$ cat src/rtl/rs485_dir_pkg.sv
package rs485_dir_pkg;
  localparam int CFG_W   = 16;
  localparam int DLY_W   = 4;
  localparam int BIT_EN  = 0;
  localparam int BIT_OWN = 1;
  localparam int BIT_INV = 2;
  localparam int DLY_LSB = 8;

  typedef struct packed {
    logic             auto_on;
    logic             route_pin;
    logic             invert;
    logic [DLY_W-1:0] delay;
  } dir_cfg_t;

  function automatic dir_cfg_t unpack_cfg(input logic [CFG_W-1:0] w);
    dir_cfg_t c;
    c.auto_on   = w[BIT_EN];
    c.route_pin = w[BIT_OWN];
    c.invert    = w[BIT_INV];
    c.delay     = w[DLY_LSB +: DLY_W];
    return c;
  endfunction

  // Ticks already counted plus the current one exceed the delay -> release.
  function automatic logic release_due(input logic [DLY_W-1:0] seen,
                                       input logic [DLY_W-1:0] dly);
    return ({1'b0, seen} + 1'b1) > {1'b0, dly};
  endfunction

  function automatic logic pin_level(input logic de, input logic inv);
    return de ^ inv;
  endfunction
endpackage

$ cat src/rtl/rs485_cfg_reg.sv
module rs485_cfg_reg
  import rs485_dir_pkg::*;
#(
  parameter int W = CFG_W
) (
  input  logic         clk,
  input  logic         rst_n,
  input  logic         we,
  input  logic [W-1:0] wdata,
  output dir_cfg_t     cfg
);
  logic [W-1:0] word_q;

  always_ff @(posedge clk or negedge rst_n) begin
    if (!rst_n)  word_q <= '0;
    else if (we) word_q <= wdata;
  end

  assign cfg = unpack_cfg(word_q);

  // the stored word changes only at a write strobe
  p_cfg_hold_r1: assert property (@(posedge clk) disable iff (!rst_n)
    !we |=> $stable(word_q));
endmodule

$ cat src/rtl/rs485_turnaround.sv
module rs485_turnaround
  import rs485_dir_pkg::*;
#(
  parameter int DW = DLY_W
) (
  input  logic          clk,
  input  logic          rst_n,
  input  logic          auto_on,
  input  logic [DW-1:0] delay,
  input  logic          pending,
  input  logic          tick,
  output logic          de
);
  typedef enum logic {ST_IDLE, ST_ARMED} dir_st_t;

  dir_st_t       st_q;
  logic [DW-1:0] seen_q;
  logic          drained_tick;
  logic          release_now;
  logic          armed;

  assign armed        = (st_q == ST_ARMED);
  assign drained_tick = armed && !pending && tick;
  assign release_now  = drained_tick && release_due(seen_q, delay);

  always_ff @(posedge clk or negedge rst_n) begin
    if (!rst_n) begin
      st_q   <= ST_IDLE;
      seen_q <= '0;
    end else if (!auto_on) begin
      st_q   <= ST_IDLE;
      seen_q <= '0;
    end else if (pending) begin
      st_q   <= ST_ARMED;
      seen_q <= '0;
    end else if (release_now) begin
      st_q   <= ST_IDLE;
      seen_q <= '0;
    end else if (drained_tick) begin
      seen_q <= seen_q + 1'b1;
    end
  end

  assign de = auto_on && (armed || pending);

  // pending work arms the controller for the next cycle
  p_pending_arms_r4: assert property (@(posedge clk) disable iff (!rst_n)
    (auto_on && pending) |=> armed);
  // a drained cycle without a tick keeps the count and the arming
  p_no_tick_holds_r6: assert property (@(posedge clk) disable iff (!rst_n)
    (auto_on && armed && !pending && !tick) |=> (armed && $stable(seen_q)));
  // arming only ends on a tick or on disable
  p_release_on_tick_r6: assert property (@(posedge clk) disable iff (!rst_n)
    $fell(armed) |-> ($past(tick) || !$past(auto_on)));
  // disabled mode abandons any countdown
  p_disable_idles_r9: assert property (@(posedge clk) disable iff (!rst_n)
    !auto_on |=> (!armed && seen_q == '0));
endmodule

$ cat src/rtl/rs485_pin_mux.sv
module rs485_pin_mux
  import rs485_dir_pkg::*;
(
  input  logic owned,
  input  logic invert,
  input  logic de,
  input  logic modem_rts,
  output logic pin
);
  always_comb begin
    if (owned) pin = pin_level(de, invert);
    else       pin = modem_rts;
  end
endmodule

$ cat src/rtl/rs485_dir_ctl.sv
module rs485_dir_ctl
  import rs485_dir_pkg::*;
#(
  parameter int CW = CFG_W,
  parameter int DW = DLY_W
) (
  input  logic          clk,
  input  logic          rst_n,
  input  logic          cfg_we,
  input  logic [CW-1:0] cfg_wdata,
  input  logic          modem_rts,
  input  logic          tx_busy,
  input  logic          tx_empty,
  input  logic          bit_tick,
  output logic          de_active,
  output logic          rts_pin
);
  dir_cfg_t cfg;
  logic     pending;
  logic     owned;

  assign pending = tx_busy || !tx_empty;
  assign owned   = cfg.auto_on && cfg.route_pin;

  rs485_cfg_reg #(.W(CW)) u_cfg (
    .clk(clk), .rst_n(rst_n), .we(cfg_we), .wdata(cfg_wdata), .cfg(cfg)
  );

  rs485_turnaround #(.DW(DW)) u_turn (
    .clk(clk), .rst_n(rst_n), .auto_on(cfg.auto_on), .delay(cfg.delay),
    .pending(pending), .tick(bit_tick), .de(de_active)
  );

  rs485_pin_mux u_mux (
    .owned(owned), .invert(cfg.invert), .de(de_active),
    .modem_rts(modem_rts), .pin(rts_pin)
  );

  // with the pin owned, the pin moves only with the enable state or polarity
  p_owned_ignores_modem_r3: assert property (@(posedge clk) disable iff (!rst_n)
    (owned && $past(owned) && $stable(de_active) && $stable(cfg.invert))
      |-> $stable(rts_pin));
  // automatic mode off means no driver enable
  p_off_no_de_r9: assert property (@(posedge clk) disable iff (!rst_n)
    !cfg.auto_on |-> !de_active);
endmodule

$ cat config.mk
export PLATFORM = sky130hd
export DESIGN_NAME = rs485_dir_ctl
export DESIGN_NICKNAME = d
export VERILOG_FILES = /design/src/rtl/rs485_dir_pkg.sv /design/src/rtl/rs485_cfg_reg.sv /design/src/rtl/rs485_turnaround.sv /design/src/rtl/rs485_pin_mux.sv /design/src/rtl/rs485_dir_ctl.sv
export SDC_FILE = /design/constraint.sdc
export NUM_CORES = 1
export LEC_CHECK = 0
export ABC_AREA = 1
export BUFFER_PORTS_ARGS = -buffer_cell sky130_fd_sc_hd__buf_2
export CORE_ASPECT_RATIO = 1.1
export CORE_MARGIN = 2
export CORE_UTILIZATION = 38
export CTS_CLUSTER_DIAMETER = 200
export CTS_CLUSTER_SIZE = 16
export DETAILED_ROUTE_END_ITERATION = 10
export PLACE_DENSITY = 0.73
export SYNTH_ARGS = -nofsm -noshare
export SYNTH_HDL_FRONTEND = slang
export SYNTH_HIERARCHICAL = 1
export SYNTH_SLANG_ARGS = --single-unit
export TNS_END_PERCENT = 30
$ cat constraint.sdc
create_clock -name clk -period 1.9 [get_ports clk]
set_input_delay 0.095 -clock clk [delete_from_list [all_inputs] [get_ports clk]]
set_output_delay 0.095 -clock clk [all_outputs]
set_load 0.005 [all_outputs]
# Yosys cells after proc, flatten, opt, wreduce, memory -nomap -nowiden
# Cells that the tools add are included.
dict set report word_totals {
  register_bits 17
  elab_cells 26
  inputBits 23
  out_inout_bits 2
}
dict set report classes {
  eq_ne 2
  n_lt_le_gt_ge 1
  n_reduce_logical 9
  addsub 2
  muxes 8
  bitwise_logic 1
}
# operator count
set op_table {}
lappend op_table {{two-way mux 4 bit} 4}
lappend op_table {{adder 4 x 1 -> 5 bit (second input constant)} 1}
lappend op_table {{greater-than comparator 5 x 4 -> 1 bit} 1}
lappend op_table {{logical AND 1 bit} 5}
lappend op_table {{adder 4 x 1 -> 4 bit (second input constant)} 1}
lappend op_table {{two-way mux 1 bit} 4}
lappend op_table {{inequality test 4 x 1 -> 1 bit (second input constant)} 1}
lappend op_table {{inequality test 3 x 1 -> 1 bit (second input constant)} 1}
lappend op_table {{zero test 1 bit} 2}
lappend op_table {{logical OR 1 bit} 2}
lappend op_table {{XOR 1 bit} 1}

# Longest topological paths before layout
dict set report logic_depth {
  word_depth 9
  depth_mapped 11
  ltp_nobuf 11
}

# Hierarchy
# Netlist, hierarchy kept.
# module n_inst area_per_inst_um2 seq_area_each_um2 cells_per_inst
set modules_own_cells {}
lappend modules_own_cells {rs485_turnaround 1 447.9 125.1 63}
lappend modules_own_cells {rs485_cfg_reg 1 269.0 175.2 30}
lappend modules_own_cells {rs485_pin_mux 1 31.3 0.0 8}
lappend modules_own_cells {rs485_dir_ctl 1 15.0 0.0 4}

# Least setup slack after synthesis
# Ideal clock, no wire load.
dict set report synth_path {
  kind {reg2reg}
  startpoint {reg u_turn.seen_q[0]}
  endpoint {reg u_turn.seen_q[1]}
  period_less_slack_ns 1.711
  required_time_ns 1.783
  n_path_buf 0
  arrival_time_ns 1.593
  path_stages_with_launch 12
  path_slack_ns 0.189
  setup_time_ns 0.117
  path_cell_list {dfrtp_1 ha_1 xnor2_1 inv_1 ha_1 inv_1 nor2_1 nand3_1 nand3_1 nand2_2 nand3_1 nand2_1}
}
dict set report synth_via {
  elab_chain_cells 6
  elab_cells_between_ends 9
  classes_between {add/sub (2); order compare (1); eq/ne (1); mux (4); reduce/logical (1)}
}
# item line
set synth_rtl {}
lappend synth_rtl {{from (decl)} rs485_turnaround.sv:17} ;# logic [DW-1:0] seen_q;
lappend synth_rtl {{from (signal assigned)} rs485_turnaround.sv:40} ;# seen_q <= seen_q + 1'b1;
lappend synth_rtl {{adder 4 x 1 -> 5 bit} rs485_dir_pkg.sv:28} ;# return ({1'b0, seen} + 1'b1) > {1'b0, dly};
lappend synth_rtl {{greater-than comparator 5 x 4 -> 1 bit} rs485_dir_pkg.sv:28}
lappend synth_rtl {{logical AND 1 bit} rs485_turnaround.sv:24} ;# assign release_now = drained_tick && release_due(seen_q, delay);
lappend synth_rtl {{two-way mux 4 bit} rs485_turnaround.sv:36} ;# end else if (release_now) begin
lappend synth_rtl {{two-way mux 4 bit} rs485_turnaround.sv:33} ;# end else if (pending) begin
lappend synth_rtl {{two-way mux 4 bit} rs485_turnaround.sv:30} ;# end else if (!auto_on) begin
# Parallel ways exist; a longest one is shown, timed or not. The select of a mux whose other input is x is not followed.
# A chain may end at the register's enable or synchronous reset.

# Final worst setup path
dict set report layout_path {
  startpoint {reg u_turn.seen_q[0]}
  endpoint {reg u_turn.seen_q[2]}
}
# The elaborated chain is that of the path after synthesis.

==> results.md <==
- Row count: 17
- Worst slew pin tran: 0.282 ns
- Cell variety after synth: 17
- Count of mapped cells out of synthesis: 105
- VDD IR max: between 0.2 and 0.3 mV
- DR vias: 659
- Remaining global-route overflow: 0
- Placed Cells: 147
- RSZ-0062 raised after global routing: false
- Synth top area share: 39.3%
- TritonCTS clock tree: yes
- # port buffers: 15
- Cell taking the most area after synthesis: dfrtp_1
- CP required: slightly above 2 ns
- Power Density: roughly 570 mW/mm2
- CP Class: reg2reg
- DIE WIDTH: around 47 um
- Max Cap Viol: 0
- Fill cell count: 208
- Max Buffers Root-to-Sink: 2
- Final instance area: 935 um2
- Avg Cell Area, Syn: between 7 and 8 um2
- WL/cell: roughly 9.0 um
- Post-DP HPWL: 1.08 mm
- H-Tree Depth: 1
- Largest net degree at the start of global routing: 13
- P&R area growth vs syn: 22.5%
- Final setup fails: 0
- Initial antenna violation count: 0
- Crit share post-route: 91.5%
- Finished Layout Cells: 152
- Clk_skew: 0.000387 ns
- Synthesized Nets: 133
- Post-Syn Area: between 700 and 800 um2
- CTS root buf: clkbuf_4
- Sum Neg Setup Slack: 0 ns
- Vias in the first global route: between 500 and 600
- Drt total wl: 1.37 mm
- Fraction of layout cells with a size suffix above 1: 25.8%
- Relative slew margins: 81.2%
- Flop and latch count out of synthesis: 12
- # diodes: 0
- Synth Warn #: 6
- Fmax: 575 MHz
- Core area: 0.00196 mm2
- Clk sinks: 12
- Total iterations of the first detailed-routing run: 4
- Latest clock arrival within the worst-skew pair: 0.27 ns
- TritonCTS Buffers: 3
- Die Area: 0.00238 mm2
- Critical-path maximum fanout: 4
- DIE HEIGHT: 51.0 um
- Tmin final: 1.74 ns
- CP startpoint kind: register
- Io pins: 25
- Post-DRT Antenna Nets: 0
- Nets: 154
- CP Capture Type: register
- Multi-input combinational cell area: 408 um2
- Register area: a little over 300 um2
- Post-Place Cell Area: between 800 and 900 um2
- Initial Util: 39.0%
- Avg Vias per Cell: 4.34
- Min-delay worst type: in2reg
- First-pass GRT wire length: 2.19 mm
- Placer Congestion: 0.812
- DR DRC count: 0
- Final Hold Fails: 0
- Reg clk slew, reported paths: roughly 0.070 ns
- Starting DRT DRC Count: 15
- Tot GR Track Use: roughly 13%
- WP data arrival: between 1.5 and 2 ns
- Post-synthesis sequential area ratio: 39.3%
- Status: finished clean
- Max Slew Vio Count: 0
- Top cells by area in the synthesized netlist: dfrtp_1 (39%), nand2_1 (21%), inv_1 (8.4%)
- Lkg Pwr: 0.536 nW
-- cell usage after synthesis --
library cell / number
nand2_2: 2
a21boi_0: 1
nor2_1: 8
or2_0: 1
xnor2_1: 1
nand2_1: 42
nand3_2: 1
buf_6: 2
dfrtp_1: 12
inv_1: 17
xor2_1: 1
a21oi_2: 1
and2_4: 1
nand3_1: 8
nor2_4: 1
inv_2: 1
ha_1: 5
-- state kept, by name (all words and copies together) (netlist names) --
signal and cells:
u_cfg/word_q 7, u_turn/armed 1, u_turn/seen_q 4
-- worst paths after layout --
kind	startpoint	to	slack (ns)	depth (start not counted)
min in group asynchronous	rst_n	u_turn/seen_q[2]	0.23	2
max	u_turn/seen_q[0]	u_turn/seen_q[2]	0.16	11
max in group asynchronous	rst_n	u_turn/seen_q[2]	1.44	2
min	cfg_wdata[8]	u_cfg/word_q[8]	0.02	3
min reg2reg	u_cfg/word_q[1]	u_cfg/word_q[1]	0.48	2
max reg2reg	u_turn/seen_q[0]	u_turn/seen_q[2]	0.16	11
-- kinds of logic after synthesis --
| kind of cell | after synthesis | synth area share, % |
|---|---|---|
| AND/OR/NAND/NOR | 64 | 36.2 |
| buffers and inverters | 20 | 11.8 |
| flip-flops | 12 | 39.3 |
| adder cells (fa/ha/maj) | 5 | 8.20 |
| AO/OA/AOI/OAI | 2 | 2.13 |
| XOR/XNOR | 2 | 2.30 |
-- placed cells by master (no fill, tap or decap) --
cell type       n
a21boi_0        1
a21oi_2         1
and2_4          1
buf_2          15
buf_4           2
clkbuf_4        3
dfrtp_1        11
dfrtp_2         1
dlygate4sd3_1   1
ha_1            2
ha_2            1
ha_4            2
inv_1          17
inv_2           1
nand2_1        42
nand2_2         2
nand3_1         8
nand3_2         1
nor2_1          8
nor2_4          1
or2_0           1
xnor2_2         1
xor2_1          1
-- worst max-delay path, stage by stage (launching register included) --
cell,delay (ns)
dfrtp_1,0.40
ha_2,0.22
xnor2_2,0.15
inv_1,0.09
ha_4,0.28
inv_1,0.03
nor2_1,0.09
nand3_1,0.07
nand3_1,0.10
nand2_2,0.09
nand3_1,0.07
nand2_1,0.05
-- layout make-up --
type	instances	area share [%]
repair buffers	18	10.7
well taps	28	3.75
clock buffers	3	2.41
flip-flops and latches	12	32.3
inverters	18	7.23
multi-input cells	73	43.6
-- where the power goes --
group	switching, W	internal [W]
registers	0.0000104	0.000271
clock network	0.0000832	0.0000733
logic	0.0000513	0.0000398
total	0.000145	0.000384
-- stage by stage --
stage                     util (%)  hold WS [ns]  total power, W  setup slack (ns)
after floorplan                  -        -0.201        0.000342             0.189
after global placement        43.9       -0.0165        0.000368            0.0720
final                         47.8        0.0159        0.000529             0.161
after CTS                     45.5        0.0148        0.000530            0.0262
after global routing          47.8        0.0284        0.000564           0.00363
after detailed placement      43.9      -0.00482        0.000373            0.0535
-- what timing repair did --
| item | 4_1_cts | 5_1_grt |
|---|---|---|
| hold buffers | 1 | 0 |
| buffers inserted | 0 | 1 |
| gates resized for setup | 0 | 5 |
| endpoints found under the hold margin | 12 | 0 |
| setup endpoints to repair | 0 | 5 |
-- routing by layer --
| layer | global-route usage (%) | wire (um) | up-vias | share of wire (%) |
|---|---|---|---|---|
| met2 | 19.7 | 676 | 15 | 49 |
| li1 | - | - | 351 | - |
| met1 | 16.2 | 613 | 289 | 45 |
| met4 | 7.41 | 28 | 0 | 2.0 |
| met3 | 3.18 | 53 | 4 | 3.9 |
| met5 | 0 | 0 | - | 0 |
Power figures use the tool's default switching activity.
